## config.mk

```make
export PLATFORM = sky130hd
export DESIGN_NAME = regStatCollector
export DESIGN_NICKNAME = d
export VERILOG_FILES = /design/src/rtl/regStatPkg.sv /design/src/rtl/regStatCtrl.sv /design/src/rtl/regStatPath.sv /design/src/rtl/regStatCollector.sv
export SDC_FILE = /design/constraint.sdc
export NUM_CORES = 1
export LEC_CHECK = 0
export ABC_AREA = 1
export BUFFER_PORTS_ARGS = -buffer_cell sky130_fd_sc_hd__buf_4
export CORE_ASPECT_RATIO = 0.5
export CORE_MARGIN = 3
export CORE_UTILIZATION = 66
export CTS_CLUSTER_SIZE = 28
export DETAILED_ROUTE_END_ITERATION = 10
export GPL_ROUTABILITY_DRIVEN = 0
export PLACE_DENSITY = 0.81
export SLEW_MARGIN = 20
export SYNTH_ARGS = -nofsm -noshare
export SYNTH_HDL_FRONTEND = slang
export SYNTH_SLANG_ARGS = --single-unit
```

## constraint.sdc

```tcl
create_clock -name clk -period 7.1 [get_ports clk]
set_clock_uncertainty 0.05 [all_clocks]
set_input_delay 1.065 -clock clk [delete_from_list [all_inputs] [get_ports clk]]
set_output_delay 1.065 -clock clk [all_outputs]
set_load 0.01 [all_outputs]
```

## src/rtl/regStatPkg.sv

```systemverilog
package regStatPkg;

  localparam int REG_COUNT = 15;
  localparam int LOW_COUNT = 3;
  localparam logic [15:0] LOW_BASE  = 16'h004B;
  localparam logic [15:0] HIGH_BASE = 16'h4001;
  localparam int IDX_W = $clog2(REG_COUNT + 1);
  localparam logic [3:0] STAT_TYPE = 4'hF;
  localparam logic [15:0] PAYLOAD_BYTES = 16'(4 * REG_COUNT);

  typedef enum logic [1:0] {
    ST_IDLE,
    ST_READ,
    ST_EMIT
  } phase_t;

  // Strobes from the sequencer to the datapath
  typedef struct packed {
    logic             clear;     // new collection begins
    logic             capture;   // current read ends this cycle
    logic             timedOut;  // ... and it ended by timeout
    logic             errSeen;   // ... and it was acknowledged with error
    logic             emitting;  // output word is valid
    logic             emitFirst; // output word is the header
    logic [IDX_W-1:0] slot;      // read slot or emit position
  } pathCtrl_t;

  function automatic logic [15:0] addrOf(input logic [IDX_W-1:0] idx);
    if (int'(idx) < LOW_COUNT) return LOW_BASE + 16'(idx);
    return HIGH_BASE + 16'(idx) - 16'(LOW_COUNT);
  endfunction

endpackage

```

## src/rtl/regStatCtrl.sv

```systemverilog
module regStatCtrl
  import regStatPkg::*;
#(
  parameter int TO_W = 16
) (
  input  logic            clk,
  input  logic            rstN,
  input  logic            trigger,
  input  logic [TO_W-1:0] timeoutLimit,
  input  logic            rdAck,
  input  logic            rdErr,
  output logic            rdReq,
  output logic [15:0]     rdAddr,
  output logic            outValid,
  output logic            outLast,
  output pathCtrl_t       strobe
);

  phase_t           phase;
  logic [IDX_W-1:0] idx;
  logic [TO_W-1:0]  waitCnt;
  logic [TO_W:0]    waitNext;
  logic             expire;
  logic             done;
  logic             lastRead;
  logic             lastEmit;

  // A limit of zero compares like a limit of one
  assign waitNext = {1'b0, waitCnt} + (TO_W + 1)'(1);
  assign expire   = waitNext >= {1'b0, timeoutLimit};
  assign done     = (phase == ST_READ) && (rdAck || expire);
  assign lastRead = idx == IDX_W'(REG_COUNT - 1);
  assign lastEmit = idx == IDX_W'(REG_COUNT);

  always_ff @(posedge clk) begin
    if (!rstN) begin
      phase   <= ST_IDLE;
      idx     <= '0;
      waitCnt <= '0;
    end else begin
      unique case (phase)
        ST_IDLE: begin
          if (trigger) begin
            phase   <= ST_READ;
            idx     <= '0;
            waitCnt <= '0;
          end
        end
        ST_READ: begin
          if (done) begin
            waitCnt <= '0;
            if (lastRead) begin
              phase <= ST_EMIT;
              idx   <= '0;
            end else begin
              idx <= idx + 1'b1;
            end
          end else begin
            waitCnt <= waitCnt + 1'b1;
          end
        end
        ST_EMIT: begin
          if (lastEmit) begin
            phase <= ST_IDLE;
            idx   <= '0;
          end else begin
            idx <= idx + 1'b1;
          end
        end
        default: phase <= ST_IDLE;
      endcase
    end
  end

  always_comb begin
    rdReq    = phase == ST_READ;
    rdAddr   = rdReq ? addrOf(idx) : 16'h0000;
    outValid = phase == ST_EMIT;
    outLast  = outValid && lastEmit;

    strobe           = '0;
    strobe.clear     = (phase == ST_IDLE) && trigger;
    strobe.capture   = done;
    strobe.timedOut  = done && !rdAck;
    strobe.errSeen   = done && rdAck && rdErr;
    strobe.emitting  = outValid;
    strobe.emitFirst = outValid && (idx == '0);
    strobe.slot      = idx;
  end

  // an open read keeps its request and address
  a_r4_hold_request: assert property (@(posedge clk) disable iff (!rstN)
    rdReq && !rdAck && !expire |=> rdReq && $stable(rdAddr));

  // an expired read is not requested again
  a_r5_single_timeout: assert property (@(posedge clk) disable iff (!rstN)
    rdReq && expire && !rdAck |=> !rdReq || !$stable(rdAddr));

  // emission directly follows the last read and never overlaps it
  a_r8_emit_follows_reads: assert property (@(posedge clk) disable iff (!rstN)
    $fell(rdReq) |-> outValid);

  a_r8_burst_contiguous: assert property (@(posedge clk) disable iff (!rstN)
    outValid && !outLast |=> outValid && !rdReq);

  // a trigger during emission does not restart reads
  a_r11_busy_ignores_trigger: assert property (@(posedge clk) disable iff (!rstN)
    outValid && !outLast && trigger |=> !rdReq);

endmodule

```

## src/rtl/regStatPath.sv

```systemverilog
module regStatPath
  import regStatPkg::*;
(
  input  logic        clk,
  input  logic        rstN,
  input  pathCtrl_t   strobe,
  input  logic [15:0] rdAddr,
  input  logic [15:0] rdData,
  output logic [31:0] outData
);

  logic [31:0]      words [REG_COUNT];
  logic             errFlag;
  logic             toFlag;
  logic [31:0]      header;
  logic [IDX_W-1:0] readSlot;

  always_ff @(posedge clk) begin
    if (strobe.capture) begin
      words[strobe.slot] <= {rdAddr, strobe.timedOut ? 16'h0000 : rdData};
    end
  end

  always_ff @(posedge clk) begin
    if (!rstN) begin
      errFlag <= 1'b0;
      toFlag  <= 1'b0;
    end else if (strobe.clear) begin
      errFlag <= 1'b0;
      toFlag  <= 1'b0;
    end else begin
      if (strobe.errSeen)  errFlag <= 1'b1;
      if (strobe.timedOut) toFlag  <= 1'b1;
    end
  end

  assign header   = {STAT_TYPE, 10'b0, errFlag, toFlag, PAYLOAD_BYTES};
  assign readSlot = strobe.slot - 1'b1;

  always_comb begin
    if (!strobe.emitting)      outData = 32'h0;
    else if (strobe.emitFirst) outData = header;
    else                       outData = words[readSlot];
  end

  // flags start clean after a new trigger is taken
  a_r11_flags_cleared: assert property (@(posedge clk) disable iff (!rstN)
    strobe.clear |=> !errFlag && !toFlag);

  // every payload word carries an address from the list
  a_r10_payload_addr: assert property (@(posedge clk) disable iff (!rstN)
    strobe.emitting && !strobe.emitFirst |->
      ((outData[31:16] >= 16'h004B && outData[31:16] <= 16'h004D) ||
       (outData[31:16] >= 16'h4001 && outData[31:16] <= 16'h400C)));

  // a timeout raises the flag that the header will carry
  a_r5_flag_follows_timeout: assert property (@(posedge clk) disable iff (!rstN)
    strobe.capture && strobe.timedOut |=> toFlag);

endmodule

```

## src/rtl/regStatCollector.sv

```systemverilog
module regStatCollector
  import regStatPkg::*;
#(
  parameter int TO_W = 16
) (
  input  logic            clk,
  input  logic            rstN,
  input  logic            trigger,
  input  logic [TO_W-1:0] timeoutLimit,
  output logic            rdReq,
  output logic [15:0]     rdAddr,
  input  logic            rdAck,
  input  logic            rdErr,
  input  logic [15:0]     rdData,
  output logic            outValid,
  output logic [31:0]     outData,
  output logic            outLast
);

  pathCtrl_t strobe;

  regStatCtrl #(.TO_W(TO_W)) ctrl (
    .clk          (clk),
    .rstN         (rstN),
    .trigger      (trigger),
    .timeoutLimit (timeoutLimit),
    .rdAck        (rdAck),
    .rdErr        (rdErr),
    .rdReq        (rdReq),
    .rdAddr       (rdAddr),
    .outValid     (outValid),
    .outLast      (outLast),
    .strobe       (strobe)
  );

  regStatPath path (
    .clk     (clk),
    .rstN    (rstN),
    .strobe  (strobe),
    .rdAddr  (rdAddr),
    .rdData  (rdData),
    .outData (outData)
  );

endmodule

```

Word level (Yosys, flattened, before mapping)
Memory sizes are Yosys's and may differ from the RTL's.
Index checks and enable logic that the tools add are counted.
W data, S select, Z words.
{"block": "classes", "add_sub_neg": 7, "magnitude_cmp": 2, "eq_ne": 8, "muxes": 22, "bitwise": 1, "n_reduce_logical": 17}
{"operator": "$mux W16", "n": 6}
{"operator": "$mux W32", "n": 2}
{"operator": "$pmux W16 S2", "n": 1}
{"operator": "$add A16 B1 Y17 const B", "n": 1}
{"operator": "$ge A17 B16 Y1", "n": 1}
{"operator": "$add A15 B4 Y16 const A", "n": 1}
{"operator": "$add A16 B1 Y16 const B", "n": 1}
{"operator": "$mux W4", "n": 4}
{"operator": "$sub A16 B2 Y16 const B", "n": 1}
{"operator": "$pmux W4 S3", "n": 1}
{"operator": "$add A7 B4 Y8 const A", "n": 1}
{"operator": "$eq A4 B4 Y1 const B", "n": 2}
{"operator": "$mux W2", "n": 4}
{"operator": "$logic_and A1 B1 Y1", "n": 7}
{"operator": "$ne A2 B1 Y1 const B", "n": 3}
{"operator": "$pmux W2 S3", "n": 1}
{"operator": "$add A4 B1 Y4 const B", "n": 1}
{"operator": "$logic_not A4 Y1", "n": 1}
{"operator": "$lt A4 B2 Y1 const B", "n": 1}
{"operator": "$reduce_and A4 Y1", "n": 1}
{"operator": "$sub A4 B1 Y4 const B", "n": 1}
{"operator": "$mux W1", "n": 3}
{"operator": "$reduce_and A3 Y1", "n": 1}
{"operator": "$reduce_bool A3 Y1", "n": 1}
{"operator": "other kinds (10)", "n": 10}
{"block": "totals", "register_bits": 24, "mem_bits_rw": 480, "in_bits": 37, "output_inout_bits": 51, "elab_cells": 63, "mem_count": 1}
{"memory": "path.words", "depth": 15, "word_bits": 32, "read_ports": 1, "rd_clocked_by_memory_dff": 0, "wr": 1, "line": "regStatPath.sv:12", "text": "logic [31:0] words [REG_COUNT];"}

Longest topological paths before layout
Gate-level depths: netlist (run 1).
{"block": "logic_depth", "word_depth": 6, "depth_mapped": 24, "mapped_depth_nobuf": 24}

Cells and area by module
A second synthesis (run 1) with hierarchy kept.
{"block": "unflattened", "hier_cells": 2028, "area_unflattened_um2": 21947.3}
{"mod": "regStatPath", "instances": 1, "cells_per_inst": 1696, "area_each_um2": 19727.7, "seq_area_each_um2": 14453.9}
{"mod": "regStatCtrl", "instances": 1, "cells_per_inst": 332, "area_each_um2": 2219.6, "seq_area_each_um2": 440.4}

Least setup slack after synthesis (run 1)
No wires, ideal clock.
{"block": "synth_timing", "kind": "register to register", "start": "register ctrl.waitCnt[0]", "end": "memory path.words[2][0] (enable)", "setup_time_ps": 438, "arrival_time_ps": 4096, "required_time_ps": 6612, "setup_slack_ps": 2515, "path_stages_with_launch": 21, "path_buffers": 0, "synth_period_minus_slack_ps": 4585, "cell_sequence": "dfxtp_1 ha_1 nand3_2 nor2_4 nand2_2 nor3_4 xor2_1 inv_1 ha_1 nand2_1 nor2_1 inv_1 nor2_1 nand2_1 nand2_1 nand2_1 nand3_1 nand2_2 nor2_4 inv_2 nor3_1"}
{"block": "synth_via", "elab_chain_len": 6}
{"element": "from (decl)", "line": "regStatCtrl.sv:21", "text": "logic [TO_W-1:0] waitCnt;"}
{"element": "from (signal assigned)", "line": "regStatCtrl.sv:59", "text": "waitCnt <= waitCnt + 1'b1;"}
{"element": "$add A16 B1 Y17", "line": "regStatCtrl.sv:29", "text": "assign waitNext = {1'b0, waitCnt} + (TO_W + 1)'(1);"}
{"element": "$ge A17 B16 Y1", "line": "regStatCtrl.sv:30", "text": "assign expire = waitNext >= {1'b0, timeoutLimit};"}
{"element": "$logic_or A1 B1 Y1", "line": "regStatCtrl.sv:31", "text": "assign done = (phase == ST_READ) && (rdAck || expire);"}
{"element": "$logic_and A1 B1 Y1", "line": "regStatCtrl.sv:31"}
{"element": "$mux W1", "line": "regStatPath.sv:19", "text": "if (strobe.capture) begin"}
{"element": "$mux W1", "line": "regStatPath.sv:20", "text": "words[strobe.slot] <= {rdAddr, strobe.timedOut ? 16'h0000 : rdData};"}
{"element": "to (decl)", "line": "regStatPath.sv:12"}
Every way passes these cells.

Worst setup path after layout (run 1)
{"block": "layout_timing", "start": "register ctrl.idx[0]", "end": "output port outData[22]"}
{"block": "layout_via", "elab_chain_len": 4, "word_cells_on_any_way": 6, "classes_between": "1 x add/sub; 2 x mux; 2 x reduce/logical; 1 x memory"}
{"element": "from (decl)", "line": "regStatCtrl.sv:20", "text": "logic [IDX_W-1:0] idx;"}
{"element": "from (signal assigned)", "line": "regStatCtrl.sv:56", "text": "idx <= idx + 1'b1;"}
{"element": "from (signal assigned)", "line": "regStatCtrl.sv:67", "text": "idx <= idx + 1'b1;"}
{"element": "$sub A4 B1 Y4 / $logic_not A4 Y1 (equally long branches)", "line": "regStatPath.sv:38, regStatCtrl.sv:87"}
{"element": "$mem_v2 Z15 W32 / $logic_and A1 B1 Y1 (equally long branches)"}
{"element": "$mux W32 *", "line": "regStatPath.sv:42", "text": "else if (strobe.emitFirst) outData = header;"}
{"element": "$mux W32 *", "line": "regStatPath.sv:41", "text": "if (!strobe.emitting) outData = 32'h0;"}
{"element": "to (decl)", "line": "regStatCollector.sv:16", "text": "output logic [31:0] outData,"}
Every way passes the cells marked *; elsewhere a longest branch is shown, timed or not.

==> results of run 1 <==
where the power goes:
| group | leakage (nW) | switching, mW | internal [mW] | total, mW |
|---|---|---|---|---|
| registers | 3.60 | 0.0564 | 2.71 | 2.76 |
| clock network | 0.552 | 0.819 | 1.06 | 1.88 |
| logic | 2.88 | 1.53 | 0.646 | 2.17 |
layout make-up:
cell class | count | area [um^2]
Fill cell | 1477 | 5590
Clock inverter | 21 | 182.7
Inverter | 85 | 322.8
Multi-Input combinational cell | 868 | 4566
Tap cell | 336 | 420.4
Clock buffer | 40 | 937.1
Timing Repair Buffer | 114 | 859.6
Sequential cell | 399 | 11750
worst reg2reg max path, cell delays in order (launching register included):
cell,delay (ns)
dfxtp_1,0.41
ha_1,0.23
nand3_2,0.13
nor2_4,0.13
nand2_2,0.11
nor3_4,0.18
xor2_1,0.17
inv_1,0.08
ha_1,0.29
nand2_1,0.07
nor2_1,0.16
inv_1,0.06
nor2_1,0.10
nand2_1,0.07
nand2_1,0.07
nand2_1,0.05
nand3_1,0.08
nand2_2,0.10
nor2_4,0.17
nand2_1,0.22
nor2_4,0.91
worst max-delay path by stage:
| stage | from | end | depth (start not counted) |
|---|---|---|---|
| after floorplan | ctrl.waitCnt[0] | path.words[2][0] | 20 |
| after global placement | ctrl.idx[0] | outData[22] | 8 |
| after detailed placement | ctrl.idx[0] | outData[30] | 10 |
| after CTS | ctrl.idx[0] | outData[22] | 8 |
| after global routing | ctrl.idx[0] | outData[22] | 8 |
| final | ctrl.idx[0] | outData[22] | 8 |
registers in the layout, indices dropped and copies added (netlist names):
| register | flops |
|---|---|
| ctrl.phase | 2 |
| ctrl.idx | 4 |
| ctrl.waitCnt | 16 |
| path.errFlag | 1 |
| path.toFlag | 1 |
| path.words | 375 |
metrics by stage:
stage / utilization (%) / cell area (um^2)
CTS: 77.25 / 19020
global route: 77.30 / 19030
floorplan: - / 16980
global placement: 72.70 / 17900
detailed placement: 72.70 / 17900
finish: 77.30 / 19030
per-layer routing:
layer  up-vias  global-route usage [%]  part of all wire (%)
met1      5733                   41.45                    39
met3       115                   6.525                    11
met5         -                       0                     0
li1       5287                       -                     -
met2       784                   46.88                    47
met4         0                   10.75                   3.1
placed cells by master, fill, tap and decap left out, types with 26 or more instances in the layout:
| cell | n |
|---|---|
| nand2_1 | 272 |
| ha_1 | 29 |
| clkbuf_16 | 37 |
| inv_1 | 79 |
| nor2_1 | 104 |
| nand3_1 | 57 |
| o22ai_1 | 26 |
| edfxtp_1 | 375 |
| a21oi_1 | 121 |
| o21ai_0 | 112 |
| buf_4 | 113 |
cell families after synthesis:
family | synth area share, %
and+or+nand+nor | 11.85
AOI/OAI and AO/OA | 11.49
xor gates and xnor gates | 0.8251
buffers and inverters | 4.479
adders and majority gates | 2.210
DFF | 69.13
other | 0.02208
==> out/metrics.yaml, run 1 <==
critical_path:
  crit_buf_inv: 3
  r2r_slack_ns: 2.87
  worst_path_largest_cell_delay_ns: 0.95
  timing.rr.start: "ctrl.waitCnt[0]"
  crit_type: "flip-flop to output port"
  regToRegEndpoint: "path.words[5][12]"
  critPathLaunchType: "flip-flop"
  ff2ff_path_depth: 20
  cp.arrival_ns: 4.71
  required_ns: 5.98
  cp_max_fo: 68
  cp-end-kind: "output port"
  path_cells: "inv_4 -> ha_1 -> xnor2_2 -> clkinv_2 -> a21oi_1 -> a221oi_1 -> nor3_1 -> buf_4"
  cp_slowest_cell: "clkinv_2"
  critPathTopFamily: "buffers and inverters"
hold_path:
  worstHoldStart: "ctrl.waitCnt[1]"
  holdPathEnd: "ctrl.waitCnt[1]"
  hp-class: "flip-flop to flip-flop"
  holdPathStages: 2
sta:
  rsz0062_at_grt: "false"
  max_freq_ghz: 0.1717
  maxSlewViolCount: 0
  setup_viol: 0
  worstMarginPinSlew_ns: 1.145
  hold_viol_final: 0
  period_share_pct: 82.04
  setup_ws_ns: 1.275
  setup-tns-final_ns: 0
  max_slew_margin_pct: 23.51
  whs_ns: 0.4440
  fin_crit_ns: 5.825
cts:
  cts_buffers: 34
  clockRootBuffer: "clkbuf_16"
  clk_pin_slew_worst_paths_ns: 0.07
  hold_buffers: 0
  post_cts_buffers: 0
  clock_latency_ns: 0.52
  h-tree-depth: 2
  clockBufferDepth: 3
  cts_sinks: 399
  cts_resized: 0
  cts_tree: "done"
synthesis:
  syn_area_per_cell_um2: 11.73
  ys_seq_area_share_pct: 69.13
  synth.most_common_cell: "edfxtp_1"
  synthCells: 1448
  yosysTopAreaCellShare_pct: 66.30
  synth_enable_flop_cells: 375
  synth-seq-cells: 399
  syn_nets: 1515
  yosysTopAreaCell: "edfxtp_1"
  ys_top_cells_by_count: "edfxtp_1 (375), nand2_1 (272), a21oi_1 (122)"
  async_reset_ff_share_pct: 0
  yosysUniqueCellTypes: 40
  ys_dominant_reg_cell: "edfxtp_1"
  synthTopCellsByArea: "edfxtp_1 (66%), nand2_1 (6.0%), a21oi_1 (3.6%)"
  yosys_warnings: 0
  syn_area_um2: 16980
finish:
  syn_to_final_growth_pct: 12.07
  drive_above_1_share_pct: 13.16
  n_antenna_cell: 0
  design.final.nets: 1569
  finalNonFillerCells: 1863
global_route:
  grt_pass1_wl_um: 63380
  overflow: 0
  antenna_found_initial: 0
  grt_start_max_net_pins: 115
  grt_pass1_vias: 11790
  grt_usage_pct: 29.77
die:
  rows: 40
  die_w_um: 232.9
  io_pins: 88
  die_y_um: 119.4
  start_util_pct: 68.97
  core_um2: 24620
  fp.dieArea_um2: 27810
placement:
  pre_cts_ws_ns: 2.394
  hpwl_um: 22670
  placedCellCount: 1802
  placement.io_buffers: 86
flow_run:
  maxCapViolCount: 0
drt:
  drc: 0
  wirelength_um: 40910
  routed_via_density: 6.398
  routedWlPerCell_um: 21.96
  first_iter_violations: 1557
  ant_nets: 0
  first_pass_iters: 6
  via_count: 11920
pwr:
  p_total_mw: 6.813
  ir_worst_vdd_mv: 0.2506
  p_per_area_nw_per_um2: 357.9
  power.leakage_nw: 7.032
status:
  status: "completed"
No activity file was read; power rests on OpenSTA's default activity.
==> run 2: changes to the inputs <==
Settings changed: ABC_AREA 1 to 0, CORE_UTILIZATION 66 to 55, PLACE_DENSITY 0.81 to 0.72.
Clock period 7.1 ns to 5.05 ns, I/O delays scaled along.
==> out/metrics.yaml, run 2 <==
drt:
  first_iter_violations: 839  # -46%
  drc: 0  # unchanged
  via_count: 9173  # -23%
  wirelength_um: 36210  # -11%
  routed_via_density: 6.111  # -4.5%
  ant_nets: 0  # unchanged
  first_pass_iters: 5  # -1
  routedWlPerCell_um: 24.12  # +9.9%
synthesis:
  syn_area_um2: 16780  # -1.2%
  yosysTopAreaCellShare_pct: 67.10  # +0.80 points
  yosysUniqueCellTypes: 49  # +23%
  yosys_warnings: 0  # unchanged
  synth.most_common_cell: "edfxtp_1"
  synth_enable_flop_cells: 375  # unchanged
  syn_area_per_cell_um2: 17.06  # +45%
  synth-seq-cells: 399  # unchanged
  yosysTopAreaCell: "edfxtp_1"
  ys_dominant_reg_cell: "edfxtp_1"
  synthCells: 984  # -32%
  ys_seq_area_share_pct: 69.96  # +0.83 points
  async_reset_ff_share_pct: 0  # unchanged
  ys_top_cells_by_count: "edfxtp_1 (375), mux4_2 (82), nor2_1 (72)"
  syn_nets: 1051  # -31%
  synthTopCellsByArea: "edfxtp_1 (67%), mux4_2 (11%), mux2i_1 (2.9%)"
critical_path:
  required_ns: 5.23  # -0.75 ns
  critPathLaunchType: "flip-flop"
  crit_end: "path.words[11][7]"
  crit_type: "flip-flop to flip-flop"
  cp-startpoint: "ctrl.waitCnt[0]"
  r2r_slack_ns: 0.39  # -2.48 ns
  cp_max_fo: 20  # -71%
  cp.arrival_ns: 4.85  # +0.14 ns
  timing.rr.start: "ctrl.waitCnt[0]"
  cp-end-kind: "flip-flop"
  ff2ff_path_depth: 14  # -30%
  regToRegEndpoint: "path.words[11][7]"
sta:
  maxSlewViolCount: 0  # unchanged
  worstMarginPinSlew_ns: 1.056  # -0.08836 ns
  max_freq_ghz: 0.2145
  fin_crit_ns: 4.663
  max_slew_margin_pct: 29.41  # +5.9 points
  rsz0062_at_grt: "false"
  hold_viol_final: 0  # unchanged
  setup_viol: 0  # unchanged
  period_share_pct: 92.33
  setup-tns-final_ns: 0  # unchanged
finish:
  top_regs: "path.words x375, ctrl.waitCnt x16, ctrl.idx x4"
  top_register: "path.words"
  syn_to_final_growth_pct: 14.19
  drive_above_1_share_pct: 25.68  # +13 points
  largest_reg_flops: 375  # unchanged
  final_cell_mix: "edfxtp_1 (375), buf_4 (119), mux4_2 (82)"
  finalNonFillerCells: 1501  # -19%
  n_antenna_cell: 0  # unchanged
  layout_commonest_cell: "edfxtp_1"
  design.final.nets: 1152  # -27%
global_route:
  grt_usage_pct: 22.65  # -7.1 points
  overflow: 0  # unchanged
  grt_start_max_net_pins: 107  # -7.0%
  antenna_found_initial: 0  # unchanged
  grt_pass1_vias: 9309  # -21%
  grt_pass1_wl_um: 55370  # -13%
die:
  die_y_um: 129.5  # +8.4%
  start_util_pct: 56.87  # -12 points
  io_pins: 88  # unchanged
  core_um2: 29510  # +20%
  rows: 44  # +10%
  die_w_um: 253.0  # +8.7%
  fp.dieArea_um2: 32770  # +18%
cts:
  cts_buffers: 36  # +5.9%
  cts_sinks: 399  # unchanged
  hold_buffers: 0  # unchanged
  clock_latency_ns: 0.54  # +0.02 ns
  h-tree-depth: 2  # unchanged
  clockRootBuffer: "clkbuf_16"
  clk_pin_slew_worst_paths_ns: 0.07  # about the same
  clockBufferDepth: 3  # unchanged
  cts_tree: "done"
hold_path:
  worstHoldStart: "path.toFlag"
  hp-class: "flip-flop to flip-flop"
placement:
  placedCellCount: 1438  # -20%
  placement.io_buffers: 86  # unchanged
  hpwl_um: 21920  # -3.3%
pwr:
  power.leakage_nw: 6.348  # -9.7%
  p_total_mw: 7.414  # +8.8%
  ir_worst_vdd_mv: 0.2317  # -7.5%
  p_per_area_nw_per_um2: 386.9  # +8.1%
flow_run:
  maxCapViolCount: 0  # unchanged
status:
  status: "completed"
==> run 2: cell types whose count changed after synthesis, sizes merged, moves of 19 or more <==
cell,delta
a21oi,-98
nor2,-45
mux2i,+49
o22ai,-26
clkbuf,-32
o21ai,-98
and2,+25
nand2,-225
a211oi,+55
mux4,+82
nand3,-45
a221oi,-19
inv,-57
==> run 2: how the worst min path moves through the flow <==
stage	slack, ns	endpoint	cells past startpoint
after detailed placement	0.39	path.toFlag	2
after CTS	0.40	path.errFlag	3
final	0.40	path.toFlag	2
after global routing	0.41	path.errFlag	3
after global placement	0.38	path.toFlag	2
after floorplan	0.37	path.toFlag	2
==> run 2: timing repair <==
action,4_1_cts,5_1_grt
gates resized for setup,0,1
setup endpoints to repair,0,164
hold endpoints to repair,0,0
buffers inserted,0,0
==> run 2: final cells by class <==
cell class,count,area [um^2]
flip-flops and latches,399,11750
fillers,1991,10340
repair buffers,124,993.5
clock inverters,18,137.6
well taps,391,489.2
multi-input cells,496,4728
inverters,28,105.1
clock buffers,45,965.9
==> run 2: cells by family (layout without fill, tap and decap cells) <==
logic type | Yosys count | after routing | synth area share, %
adder cells (fa/ha/maj) | 30 | 30 | 2.237
XOR/XNOR | 11 | 11 | 0.5741
AO/OA/AOI/OAI | 121 | 121 | 5.062
other | 1 | 1 | 0.02234
buffers and inverters | 89 | 215 | 2.542
AND/OR/NAND/NOR | 202 | 202 | 5.674
multiplexers | 131 | 131 | 13.93
flip-flops | 399 | 399 | 69.96
==> run 2: power by group <==
group | switching (mW) | total, mW | internal [mW]
Sequential | 0.0166 | 3.73 | 3.71
Clock | 1.23 | 2.62 | 1.39
Combinational | 0.626 | 1.06 | 0.435
Total | 1.87 | 7.41 | 5.54
==> run 2: metal layers <==
metal / vias up / GRT usage, % / wire (um)
li1: 4076 / - / -
met1: 4704 / 33.07 / 16050
met2: 320 / 35.44 / 16880
met3: 73 / 4.192 / 2389
met4: 0 / 7.039 / 889
met5: - / 0 / 0
==> run 2: critical path, cell delays in order, from the launching register on <==
cell and delay [ns]:
dfxtp_1 0.40, ha_1 0.23, nand3_1 0.15, nor3_1 0.40, nand4_1 0.22, and2_1 0.22
or2_1 0.23, ha_1 0.31, nand4_1 0.11, a2111oi_1 0.37, nand3_1 0.26, o2111ai_1 0.30
nand3_1 0.34, nor2_2 0.50, buf_12 0.26
==> run 2: through the flow <==
stage / utilization [%] / hold WS [ns] / worst slack [ns] / area [um^2]
2_1_floorplan: - / 0.3733 / 0.6341 / 16790
3_3_place_gp: 61.19 / 0.3837 / 0.5551 / 18060
3_5_place_dp: 61.19 / 0.3890 / 0.3520 / 18060
4_1_cts: 64.93 / 0.4015 / 0.3118 / 19160
5_1_grt: 64.95 / 0.4116 / 0.01474 / 19160
6_report: 64.95 / 0.4023 / 0.3873 / 19160
